[src/rtl/capkey_pkg.sv]
package capkey_pkg;

  typedef enum logic [2:0] {
    S_IDLE, S_SETTLE, S_DGO, S_DWAIT, S_RGO, S_RWAIT, S_HOLD, S_DISCH
  } seq_st_t;

  localparam int DIS_MIN_US = 3;
  localparam int DIS_MAX_US = 10;
  localparam int DB_DEFAULT = 4;
  localparam int DB_MAX     = 16;

  // discharge time in microseconds, limited to the legal window
  function automatic int dis_clamp(input logic [3:0] v);
    if (int'(v) < DIS_MIN_US) return DIS_MIN_US;
    if (int'(v) > DIS_MAX_US) return DIS_MAX_US;
    return int'(v);
  endfunction

  // effective debounce length: 0 picks the default, large values saturate
  function automatic logic [4:0] db_clamp(input logic [4:0] v);
    if (v == 5'd0) return 5'(DB_DEFAULT);
    if (int'(v) > DB_MAX) return 5'(DB_MAX);
    return v;
  endfunction

endpackage

[src/rtl/capkey_seq.sv]
module capkey_seq
  import capkey_pkg::*;
#(
  parameter int ROWS       = 8,
  parameter int COLS       = 4,
  parameter int CYC_PER_US = 1,
  parameter int SETTLE_US  = 3,
  parameter int READ_US    = 1,
  localparam int RW   = (ROWS > 1) ? $clog2(ROWS) : 1,
  localparam int CW   = (COLS > 1) ? $clog2(COLS) : 1,
  localparam int KW   = (ROWS * COLS > 1) ? $clog2(ROWS * COLS) : 1
)(
  input  logic          clk,
  input  logic          rst,
  input  logic          en,
  input  logic [3:0]    dis_us,
  input  logic          adc_done,
  output logic [RW-1:0] row,
  output logic [CW-1:0] col,
  output logic [KW-1:0] key_idx,
  output logic          ph_drive,
  output logic          ph_dis,
  output logic          adc_go,
  output logic          drain,
  output logic          cap_en,
  output logic          scan_end
);

  localparam int MAXUS    = (SETTLE_US > READ_US) ?
                            ((SETTLE_US > DIS_MAX_US) ? SETTLE_US : DIS_MAX_US) :
                            ((READ_US > DIS_MAX_US) ? READ_US : DIS_MAX_US);
  localparam int TW       = $clog2(MAXUS * CYC_PER_US + 1);
  localparam int SET_C    = SETTLE_US * CYC_PER_US;
  localparam int READ_C   = READ_US * CYC_PER_US;

  seq_st_t       st;
  logic [TW-1:0] tmr;
  logic [TW-1:0] tmr_dec;
  logic          last_row, last_col;

  assign tmr_dec  = (tmr != '0) ? tmr - TW'(1) : '0;
  assign last_row = (row == RW'(ROWS - 1));
  assign last_col = (col == CW'(COLS - 1));

  always_ff @(posedge clk) begin
    if (rst) begin
      st      <= S_IDLE;
      row     <= '0;
      col     <= '0;
      key_idx <= '0;
      tmr     <= '0;
    end else begin
      case (st)
        S_IDLE: if (en) begin
          st      <= S_SETTLE;
          row     <= '0;
          col     <= '0;
          key_idx <= '0;
          tmr     <= TW'(SET_C - 1);
        end
        S_SETTLE: begin
          if (tmr == '0) begin
            st  <= S_DGO;
            tmr <= TW'(READ_C - 1);
          end else begin
            tmr <= tmr_dec;
          end
        end
        S_DGO: begin
          st  <= S_DWAIT;
          tmr <= tmr_dec;
        end
        S_DWAIT: begin
          tmr <= tmr_dec;
          if (adc_done) st <= S_RGO;
        end
        S_RGO: begin
          st  <= S_RWAIT;
          tmr <= tmr_dec;
        end
        S_RWAIT: begin
          tmr <= tmr_dec;
          if (adc_done) st <= S_HOLD;
        end
        S_HOLD: begin
          if (tmr == '0) begin
            key_idx <= key_idx + KW'(1);
            if (last_col) begin
              st  <= S_DISCH;
              col <= '0;
              tmr <= TW'(dis_clamp(dis_us) * CYC_PER_US - 1);
            end else begin
              st  <= S_DGO;
              col <= col + CW'(1);
              tmr <= TW'(READ_C - 1);
            end
          end else begin
            tmr <= tmr_dec;
          end
        end
        S_DISCH: begin
          if (tmr == '0) begin
            tmr <= TW'(SET_C - 1);
            if (last_row) begin
              row     <= '0;
              key_idx <= '0;
              st      <= en ? S_SETTLE : S_IDLE;
            end else begin
              row <= row + RW'(1);
              st  <= S_SETTLE;
            end
          end else begin
            tmr <= tmr_dec;
          end
        end
        default: st <= S_IDLE;
      endcase
    end
  end

  assign ph_drive = (st != S_IDLE) && (st != S_DISCH);
  assign ph_dis   = (st == S_DISCH);
  assign adc_go   = (st == S_DGO) || (st == S_RGO);
  assign drain    = (st == S_DGO) || (st == S_DWAIT);
  assign cap_en   = (st == S_RWAIT) && adc_done;
  assign scan_end = (st == S_DISCH) && (tmr == '0) && last_row;

  // after the end of a scan, either row 0 is settling or the block idles
  p_restart_r7: assert property (@(posedge clk) disable iff (rst)
    scan_end |=> ((st == S_SETTLE) && (row == '0)) || (st == S_IDLE));

  // a real conversion is only ever launched right after its drain conversion
  p_real_after_drain_r3: assert property (@(posedge clk) disable iff (rst)
    (st == S_RGO) |-> ($past(st) == S_DWAIT));

  // the discharge count never exceeds the longest legal window
  p_dis_bound_r6: assert property (@(posedge clk) disable iff (rst)
    (st == S_DISCH) |-> (int'(tmr) < DIS_MAX_US * CYC_PER_US));

endmodule

[src/rtl/capkey_thr_ram.sv]
module capkey_thr_ram #(
  parameter int DEPTH = 32,
  parameter int DW    = 12,
  localparam int AW   = (DEPTH > 1) ? $clog2(DEPTH) : 1
)(
  input  logic          clk,
  input  logic          we,
  input  logic [AW-1:0] waddr,
  input  logic [DW-1:0] wdata,
  input  logic [AW-1:0] raddr,
  output logic [DW-1:0] rdata
);

  logic [DW-1:0] mem [DEPTH];

  // simple dual port, registered read: maps onto block RAM
  always_ff @(posedge clk) begin
    if (we) mem[waddr] <= wdata;
    rdata <= mem[raddr];
  end

endmodule

[src/rtl/capkey_debounce.sv]
module capkey_debounce
  import capkey_pkg::*;
#(
  parameter int KEYS = 32,
  localparam int KW  = (KEYS > 1) ? $clog2(KEYS) : 1
)(
  input  logic            clk,
  input  logic            rst,
  input  logic [4:0]      db_len,
  input  logic            smp_vld,
  input  logic [KW-1:0]   smp_key,
  input  logic            smp_hit,
  output logic [KEYS-1:0] key_state,
  output logic            key_event
);

  logic [4:0] run_cnt [KEYS];
  logic [4:0] n_eff;
  logic [5:0] next_run;

  assign n_eff    = db_clamp(db_len);
  assign next_run = {1'b0, run_cnt[smp_key]} + 6'd1;

  always_ff @(posedge clk) begin
    if (rst) begin
      key_state <= '0;
      key_event <= 1'b0;
      for (int k = 0; k < KEYS; k++) run_cnt[k] <= '0;
    end else begin
      key_event <= 1'b0;
      if (smp_vld) begin
        if (smp_hit == key_state[smp_key]) begin
          run_cnt[smp_key] <= '0;
        end else if (next_run >= {1'b0, n_eff}) begin
          key_state[smp_key] <= smp_hit;
          run_cnt[smp_key]   <= '0;
          key_event          <= 1'b1;
        end else begin
          run_cnt[smp_key] <= next_run[4:0];
        end
      end
    end
  end

  // a strobe always coincides with a changed level
  p_event_change_r10: assert property (@(posedge clk) disable iff (rst)
    key_event |-> (key_state != $past(key_state)));

  // at most one key flips per cycle
  p_single_flip_r9: assert property (@(posedge clk) disable iff (rst)
    $countones(key_state ^ $past(key_state)) <= 1);

endmodule

[src/rtl/capkey_scan.sv]
module capkey_scan
  import capkey_pkg::*;
#(
  parameter int ROWS       = 8,
  parameter int COLS       = 4,
  parameter int ADC_W      = 12,
  parameter int CYC_PER_US = 1,
  parameter int SETTLE_US  = 3,
  parameter int READ_US    = 1,
  localparam int KEYS = ROWS * COLS,
  localparam int KW   = (KEYS > 1) ? $clog2(KEYS) : 1,
  localparam int MW   = $clog2(COLS + 1)
)(
  input  logic             clk,
  input  logic             rst,
  input  logic             en,
  input  logic [3:0]       dis_us,
  input  logic [4:0]       db_len,
  input  logic             thr_we,
  input  logic [KW-1:0]    thr_addr,
  input  logic [ADC_W-1:0] thr_wdata,
  output logic             adc_start,
  output logic [MW-1:0]    adc_mux,
  input  logic             adc_done,
  input  logic [ADC_W-1:0] adc_data,
  output logic [ROWS-1:0]  drv_oe,
  output logic [ROWS-1:0]  drv_lvl,
  output logic [COLS-1:0]  sns_oe,
  output logic [KEYS-1:0]  key_state,
  output logic             key_event,
  output logic             scan_done
);

  localparam int RW = (ROWS > 1) ? $clog2(ROWS) : 1;
  localparam int CW = (COLS > 1) ? $clog2(COLS) : 1;

  logic [RW-1:0]    row;
  logic [CW-1:0]    col;
  logic [KW-1:0]    key_idx;
  logic             ph_drive, ph_dis, adc_go, drain, cap_en, scan_end;
  logic [ADC_W-1:0] thr_rd;
  logic             smp_vld, smp_hit;
  logic [KW-1:0]    smp_key;

  capkey_seq #(
    .ROWS(ROWS), .COLS(COLS), .CYC_PER_US(CYC_PER_US),
    .SETTLE_US(SETTLE_US), .READ_US(READ_US)
  ) u_seq (
    .clk(clk), .rst(rst), .en(en), .dis_us(dis_us), .adc_done(adc_done),
    .row(row), .col(col), .key_idx(key_idx),
    .ph_drive(ph_drive), .ph_dis(ph_dis), .adc_go(adc_go),
    .drain(drain), .cap_en(cap_en), .scan_end(scan_end)
  );

  capkey_thr_ram #(.DEPTH(KEYS), .DW(ADC_W)) u_thr (
    .clk(clk), .we(thr_we), .waddr(thr_addr), .wdata(thr_wdata),
    .raddr(key_idx), .rdata(thr_rd)
  );

  // one register stage on every pin-facing output
  for (genvar r = 0; r < ROWS; r++) begin : g_row_pin
    always_ff @(posedge clk) begin
      if (rst) begin
        drv_oe[r]  <= 1'b0;
        drv_lvl[r] <= 1'b0;
      end else begin
        drv_oe[r]  <= (row == RW'(r)) && (ph_drive || ph_dis);
        drv_lvl[r] <= (row == RW'(r)) && ph_drive;
      end
    end
  end

  for (genvar c = 0; c < COLS; c++) begin : g_sense_pin
    always_ff @(posedge clk) begin
      if (rst) sns_oe[c] <= 1'b0;
      else     sns_oe[c] <= ph_dis;
    end
  end

  always_ff @(posedge clk) begin
    if (rst) begin
      adc_start <= 1'b0;
      adc_mux   <= '0;
      scan_done <= 1'b0;
      smp_vld   <= 1'b0;
      smp_hit   <= 1'b0;
      smp_key   <= '0;
    end else begin
      adc_start <= adc_go;
      adc_mux   <= drain ? MW'(COLS) : MW'(col);
      scan_done <= scan_end;
      smp_vld   <= cap_en;
      smp_hit   <= (adc_data >= thr_rd);
      smp_key   <= key_idx;
    end
  end

  capkey_debounce #(.KEYS(KEYS)) u_deb (
    .clk(clk), .rst(rst), .db_len(db_len),
    .smp_vld(smp_vld), .smp_key(smp_key), .smp_hit(smp_hit),
    .key_state(key_state), .key_event(key_event)
  );

  // never two rows enabled at once
  p_one_row_r1: assert property (@(posedge clk) disable iff (rst)
    $onehot0(drv_oe));

  // sense pins are only pulled while the row is held low
  p_sense_dis_r6: assert property (@(posedge clk) disable iff (rst)
    (|sns_oe) |-> ((drv_oe != '0) && ((drv_lvl & drv_oe) == '0)));

  // conversion starts are single-cycle pulses
  p_start_pulse_r3: assert property (@(posedge clk) disable iff (rst)
    adc_start |=> !adc_start);

endmodule

[config.mk]
export PLATFORM = sky130hd
export DESIGN_NAME = capkey_scan
export DESIGN_NICKNAME = d
export VERILOG_FILES = /design/src/rtl/capkey_pkg.sv /design/src/rtl/capkey_seq.sv /design/src/rtl/capkey_thr_ram.sv /design/src/rtl/capkey_debounce.sv /design/src/rtl/capkey_scan.sv
export SDC_FILE = /design/constraint.sdc
export NUM_CORES = 1
export LEC_CHECK = 0
export ABC_CLOCK_PERIOD_IN_PS = 3600
export BUFFER_PORTS_ARGS = -buffer_cell sky130_fd_sc_hd__buf_2
export CELL_PAD_IN_SITES_DETAIL_PLACEMENT = 2
export CELL_PAD_IN_SITES_GLOBAL_PLACEMENT = 2
export CORE_UTILIZATION = 42
export CTS_BUF_LIST = sky130_fd_sc_hd__clkbuf_4
export DETAILED_ROUTE_END_ITERATION = 10
export PLACE_DENSITY = 0.77
export SLEW_MARGIN = 5
export SYNTH_ARGS = -nofsm -noshare
export SYNTH_HDL_FRONTEND = slang
export SYNTH_HIERARCHICAL = 1
export SYNTH_SLANG_ARGS = --single-unit
[constraint.sdc]
create_clock -name clk -period 3.6 [get_ports clk]
set_input_delay 0 -clock clk [delete_from_list [all_inputs] [get_ports clk]]
set_output_delay 0 -clock clk [all_outputs]
set_load 0.02 [all_outputs]
==> impl_metrics.tcl, run 1 <==
set metrics [dict create \
    outcome "complete, but fails checks" \
    violations "negative setup slack" \
    routed_wl_um 107800 \
    cts_made_buffers 168 \
    nets 2372 \
    critical_path_required_ns 4.49 \
    drtIter0Drc 1585 \
    syn_area_per_cell_um2 14.18 \
    setup_viol 193 \
    route.detailed.drc 0 \
    die_w_um 256.8 \
    seq_area_frac_synth 0.6657 \
    core_region_area_mm2 0.06435 \
    post_drt_wl_per_cell_um 32.80 \
    fin_util 0.5255 \
    start_util 0.4239 \
    vdd_drop_max_mv 0.3354 \
    cts_htree_levels 4 \
    cts-root-buf "clkbuf_4" \
    path_clk_slew_ns 0.08 \
    yosysTopAreaCellShare 0.5989 \
    cts_tree "yes" \
    first_pass_iters 7 \
    drv_slew 0 \
    die_h_um 256.8 \
    ys_ff_latch 635 \
    fin_crit_sh 1.272 \
    synth_async_sr_flop_share 0 \
    syn2layout_area_growth_pct 23.97 \
    start_kind "flip-flop" \
    rows 93 \
    gr-usage-all-layers 0.2979 \
    hold_viol_final 0 \
    gp_congestion 0.8552 \
    drv_cap 0 \
    synth_fp_nets 1995 \
    leakagePower_nw 11.49 \
    crit_arrival_ns 5.47 \
    ys_warn_count 6 \
    period_minus_slack_ns 4.580 \
    drive_gt1_frac 0.3159 \
    final_cell_area_mm2 0.03381 \
    syn-cell-area_mm2 0.02728 \
    synth_enable_flop_cells 544 \
    rsz0062_at_grt "yes" \
    tightestPinTransition_ns 1.212 \
    grt_max_degree 76 \
    whs_ns 0.06135 \
    yosys_most_used_dff "edfxtp_1" \
    crit_type "flip-flop to flip-flop" \
    relSlewSlack 0.1904 \
    fin_skew_ns 0.09404 \
    max_freq_ghz 0.2184 \
    power_density_mw_per_mm2 561.8 \
    dp_hpwl_um 55200 \
    via_count 19560 \
    synth.most_common_cell "edfxtp_1" \
    die-area_mm2 0.06597 \
    synth_cells 1924 \
    synth_cell_types 67 \
    cp-end-kind "flip-flop" \
    overflow 0 \
    clk_path_buf_depth 3 \
    clock_sinks 635 \
    synth_area_leaders "edfxtp_1 60%, mux2i_1 10%, dfxtp_1 6.7%" \
    grt_pass1_wl_um 143900 \
    route.antenna.remaining_nets 0 \
    clk_latency_ns 1.12 \
    ios 101 \
    ys_top_cells_by_count "544 x edfxtp_1, 286 x mux2i_1, 238 x nor2_1, 91 x dfxtp_1, 84 x nand2_1" \
    setup_slack_ns -0.9797 \
    portBuffers 100 \
    via_per_inst 5.951 \
    antenna_found_initial 4 \
    grt_pass1_vias 20970 \
    crit_path_max_fanout 7 \
    placed_cell_area_mm2 0.02914 \
    min_path_type "primary input to flip-flop" \
    yosys.area.top_type "edfxtp_1" \
]
-- worst max-delay path: stages, from the launching register on --
cell       delay [ns]
dfxtp_4          0.44
buf_8            0.15
buf_4            0.11
mux2i_1          0.40
o22ai_2          0.20
nor4_4           0.36
mux2i_4          0.14
ha_4             0.28
ha_4             0.23
a21o_1           0.19
a21o_1           0.20
a21o_1           0.21
a21oi_2          0.17
o31a_1           0.35
buf_4            0.20
nand3b_1         0.16
buf_6            0.25
clkbuf_16        0.19
nor2_2           0.13
-- cells by family (layout without fill, tap and decap cells) --
logic type / count (synthesis) / after routing / share of synthesized area
AO/OA/AOI/OAI: 199 / 199 / 0.05284
XOR/XNOR: 12 / 12 / 0.003853
adder cells (fa/ha/maj): 28 / 28 / 0.01284
buffers and inverters: 142 / 643 / 0.03403
flip-flops: 635 / 635 / 0.6657
multiplexers: 307 / 307 / 0.1219
other: 0 / 7 / 0
AND/OR/NAND/NOR: 601 / 601 / 0.1089
-- area by class of cell --
cell class,count,area [um^2]
clock inverters,48,285.3
flip-flops and latches,635,18170
repair buffers,325,2932
inverters,24,91.34
multi-input cells,1147,9404
clock buffers,246,1847
fillers,5933,30530
diodes,7,17.52
well taps,855,1070
-- cell usage in the layout (no fill, tap or decap), types with 27 or more instances in the layout --
cell | netlist | layout
nor2_1 | 238 | 140
nand2b_1 | 79 | 76
clkinv_1 | 1 | 27
clkbuf_4 | 0 | 246
nand3_1 | 49 | 41
mux2i_1 | 286 | 269
dfxtp_1 | 91 | 88
nand2_1 | 84 | 83
a21oi_1 | 37 | 35
dlygate4sd3_1 | 0 | 48
buf_4 | 14 | 125
buf_2 | 24 | 100
nor3_1 | 35 | 35
nor2_4 | 0 | 76
a22oi_1 | 63 | 62
edfxtp_1 | 544 | 544
-- worst paths after layout --
check             cells past startpoint                                 to  slack [ns]                              from
setup / recovery                     18  u_deb/run_cnt[7][0]$_SDFFCE_PN0P_       -0.98             smp_key[1]$_SDFF_PP0_
hold / removal                        2         u_thr/mem[30][1]$_DFFE_PP_        0.06                      thr_wdata[1]
setup reg to reg                     18  u_deb/run_cnt[7][0]$_SDFFCE_PN0P_       -0.98             smp_key[1]$_SDFF_PP0_
hold reg to reg                       2   u_deb/key_state[27]$_SDFFE_PP0P_        0.51  u_deb/key_state[27]$_SDFFE_PP0P_
-- routing by layer --
| metal | up-vias | wire [um] | global-route usage |
|---|---|---|---|
| met4 | 4 | 5662 | 0.1348 |
| li1 | 8146 | - | - |
| met2 | 895 | 55180 | 0.5278 |
| met5 | - | 21 | 0 |
| met3 | 338 | 5873 | 0.04527 |
| met1 | 10180 | 41080 | 0.3560 |
-- timing repair --
action | 4_1_cts | 5_1_grt
endpoints found under the setup margin | 193 | 193
hold buffers | 48 | 0
gates cloned | 11 | 3
endpoints found under the hold margin | 847 | 0
pin swaps | 16 | 24
gates resized for setup | 180 | 143
buffers inserted | 26 | 23
-- metrics by stage --
stage | cells | total power, W | worst slack [ns] | setup TNS, ns
final | 3287 | 0.01900 | -0.9797 | -146.39
after global routing | 3285 | 0.01958 | -0.9599 | -147.83
after CTS | 3259 | 0.01843 | -0.2510 | -31.45
after detailed placement | 2880 | 0.01167 | -0.5250 | -83.30
after global placement | 2880 | 0.01148 | -0.4009 | -70.08
after floorplan | 1924 | 0.01088 | -0.02230 | -3.148
-- flip-flops by register name, indices dropped and copies added (netlist names), 2 cells and up --
signal,count
adc_mux,3
drv_lvl,8
u_seq/row,3
u_thr/mem,384
u_thr/rdata,12
drv_oe,8
u_seq/key_idx,5
u_seq/tmr,4
u_deb/run_cnt,160
smp_key,5
u_seq/col,2
u_deb/key_state,32
u_seq/st,3
-- power by group --
group	internal (W)	switching (W)	leakage (nW)
clock	0.00329	0.00351	1.26
sequential	0.00820	0.000260	5.76
combinational	0.00157	0.00217	4.46
No activity file was read; power rests on OpenSTA's default activity.
==> run 2, diff against run 1 <==
--- a/config.mk
+++ b/config.mk
@@ -13,6 +13,7 @@
 export CTS_BUF_LIST = sky130_fd_sc_hd__clkbuf_4
 export DETAILED_ROUTE_END_ITERATION = 10
 export PLACE_DENSITY = 0.77
+export REMOVE_ABC_BUFFERS = 1
 export SLEW_MARGIN = 5
 export SYNTH_ARGS = -nofsm -noshare
 export SYNTH_HDL_FRONTEND = slang
==> impl_metrics.tcl, run 2 (same netlist as run 1, synthesis figures left out) <==
set metrics [dict create \
    tightestPinTransition_ns 1.305 \
    power_density_mw_per_mm2 566.4 \
    clk_path_buf_depth 3 \
    total_power_w 0.01879 \
    antenna_found_initial 3 \
    route.detailed.drc 0 \
    portBuffers 100 \
    dp_hpwl_um 55420 \
    max_freq_ghz 0.2356 \
    min_path_type "primary input to flip-flop" \
    route.antenna.remaining_nets 0 \
    grt_pass1_vias 21240 \
    first_pass_iters 5 \
    sequentialPowerShare 0.447 \
    clk_latency_ns 1.07 \
    largest_reg_flops 384 \
    relSlewSlack 0.1268 \
    rows 93 \
    via_count 19210 \
    vdd_drop_max_mv 0.4772 \
    drv_slew 0 \
    period_minus_slack_ns 4.245 \
    overflow 0 \
    reg_top3 "u_thr/mem: 384 flops, u_deb/run_cnt: 160 flops, u_deb/key_state: 32 flops" \
    top_register "u_thr/mem" \
    leakagePower_nw 11.39 \
    drive_gt1_frac 0.2979 \
    cp-end-kind "flip-flop" \
    path_delay_family "compound AO/OA/AOI/OAI gates" \
    cp_slowest_stage_delay_ns 0.52 \
    die-area_mm2 0.06597 \
    setup_tns_ns -93.77 \
    cts_tree "yes" \
    drtIter0Drc 1584 \
    syn2layout_area_growth_pct 21.65 \
    post_drt_wl_per_cell_um 31.13 \
    path_cells "buf_12 -> buf_16 -> mux4_2 -> a32o_1 -> o21ai_1 -> nand4_1 -> xnor2_2 -> ha_1 -> a21o_1 -> a21oi_2 -> o31a_1 -> buf_6 -> nand3b_1 -> buf_4 -> buf_12 -> nor2_1" \
    core_region_area_mm2 0.06435 \
    setup_slack_ns -0.6445 \
    fin_crit_sh 1.179 \
    start_kind "flip-flop" \
    setup_viol 193 \
    die_h_um 256.8 \
    via_per_inst 5.863 \
    p_sw_frac 0.3087 \
    violations "negative setup slack" \
    cp_num_buf_inv 5 \
    cts_htree_levels 4 \
    drv_cap 0 \
    nets 2363 \
    internal_power_w 0.01299 \
    grt_max_degree 63 \
    critical_path.most_common_cell "buf_12" \
    cpMaxStageDelayCell "mux4_2" \
    rsz0062_at_grt "yes" \
    cts_made_buffers 170 \
    p_comb_frac 0.192 \
    crit_path_max_fanout 9 \
    start_util 0.4239 \
    clock_sinks 635 \
    final_cell_mix "544 x edfxtp_1, 268 x mux2i_1, 250 x clkbuf_4, 171 x nor2_1, 124 x buf_4" \
    hold_viol_final 0 \
    crit_type "flip-flop to flip-flop" \
    outcome "complete, but fails checks" \
    fin_skew_ns 0.09920 \
    path_clk_slew_ns 0.09 \
    grt_pass1_wl_um 142700 \
    p_switching_w 0.005802 \
    ios 101 \
    final_common_cell "edfxtp_1" \
    die_w_um 256.8 \
    crit_arrival_ns 5.07 \
    routed_wl_um 102000 \
    nFillCells 5977 \
    critical_path_required_ns 4.42 \
    pwr-share-clk 0.361 \
    gr-usage-all-layers 0.2931 \
    cts-root-buf "clkbuf_4" \
    gp_congestion 0.8564 \
]
-- run 2: cell types whose count changed in the layout (fill, tap and decap cells not counted), moves of 5 or more --
cell and change:
nor2_2 +32, or4_1 +9, diode_2 -5, nor2_4 -63, mux2i_4 -7, mux2i_2 +8
nor2_1 +31, or4_4 -9
-- run 2: area by class of cell --
type                       count  area [um^2]  share of cell area
inverter                      24        91.34            0.002752
sequential                   635        18170              0.5476
multi-input combinational   1147         8910              0.2685
tap                          855         1070             0.03224
antenna                        2        5.005           0.0001508
clock buffer                 250         1877             0.05656
timing repair buffer         314         2761             0.08321
clock inverter                50        299.0            0.009011
-- run 2: metal layers --
metal	part of all wire	track usage
met5	0.00013	0
met4	0.042	0.1362
met3	0.051	0.05388
met2	0.52	0.5140
met1	0.39	0.3475
-- run 2: final timing paths --
check / from / to / slack, ns / cells past startpoint
max: smp_key[1]$_SDFF_PP0_ / u_deb/run_cnt[23][0]$_SDFFCE_PN0P_ / -0.64 / 16
min: en / u_seq/col[1]$_SDFFE_PP0P_ / 0.08 / 6
max reg2reg: smp_key[1]$_SDFF_PP0_ / u_deb/run_cnt[23][0]$_SDFFCE_PN0P_ / -0.64 / 16
min reg2reg: u_deb/key_state[9]$_SDFFE_PP0P_ / u_deb/key_state[9]$_SDFFE_PP0P_ / 0.50 / 2
-- run 2: worst reg2reg max path: stages, from the launching register on --
cell,delay (ns)
dfxtp_4,0.44
buf_12,0.18
buf_16,0.17
mux4_2,0.53
a32o_1,0.26
o21ai_1,0.18
nand4_1,0.28
xnor2_2,0.30
ha_1,0.28
a21o_1,0.20
a21oi_2,0.16
o31a_1,0.24
buf_6,0.19
nand3b_1,0.10
buf_4,0.18
buf_12,0.16
nor2_1,0.20
-- run 2: per-stage QoR --
| stage | hold WS (ns) | worst slack [ns] | instances | utilization | instance area, um^2 |
|---|---|---|---|---|---|
| floorplan | 0.06907 | -4.109 | 1806 | - | 26440 |
| global placement | 0.3803 | -0.3942 | 2895 | 0.4535 | 29180 |
| detailed placement | 0.4036 | -0.6214 | 2895 | 0.4535 | 29180 |
| CTS | 0.01160 | -0.09312 | 3270 | 0.5114 | 32910 |
| global route | 0.08400 | -0.7028 | 3277 | 0.5157 | 33180 |
| finish | 0.07944 | -0.6445 | 3277 | 0.5157 | 33180 |
-- run 2: timing repair --
action,4_1_cts,5_1_grt
gates resized for setup,165,56
cloned,8,1
setup endpoints to repair,193,193
endpoints found under the hold margin,978,0
buffers inserted,24,4
hold buffers,44,0
pin swaps,26,14
-- run 2: power by group through the flow --
stage / logic, W / clock network, W / registers [W]
finish: 0.00361 / 0.00679 / 0.00840
global placement: 0.00297 / 0 / 0.00851
floorplan: 0.00166 / 0 / 0.00869
global route: 0.00377 / 0.00727 / 0.00841
CTS: 0.00345 / 0.00670 / 0.00837
detailed placement: 0.00316 / 0 / 0.00853
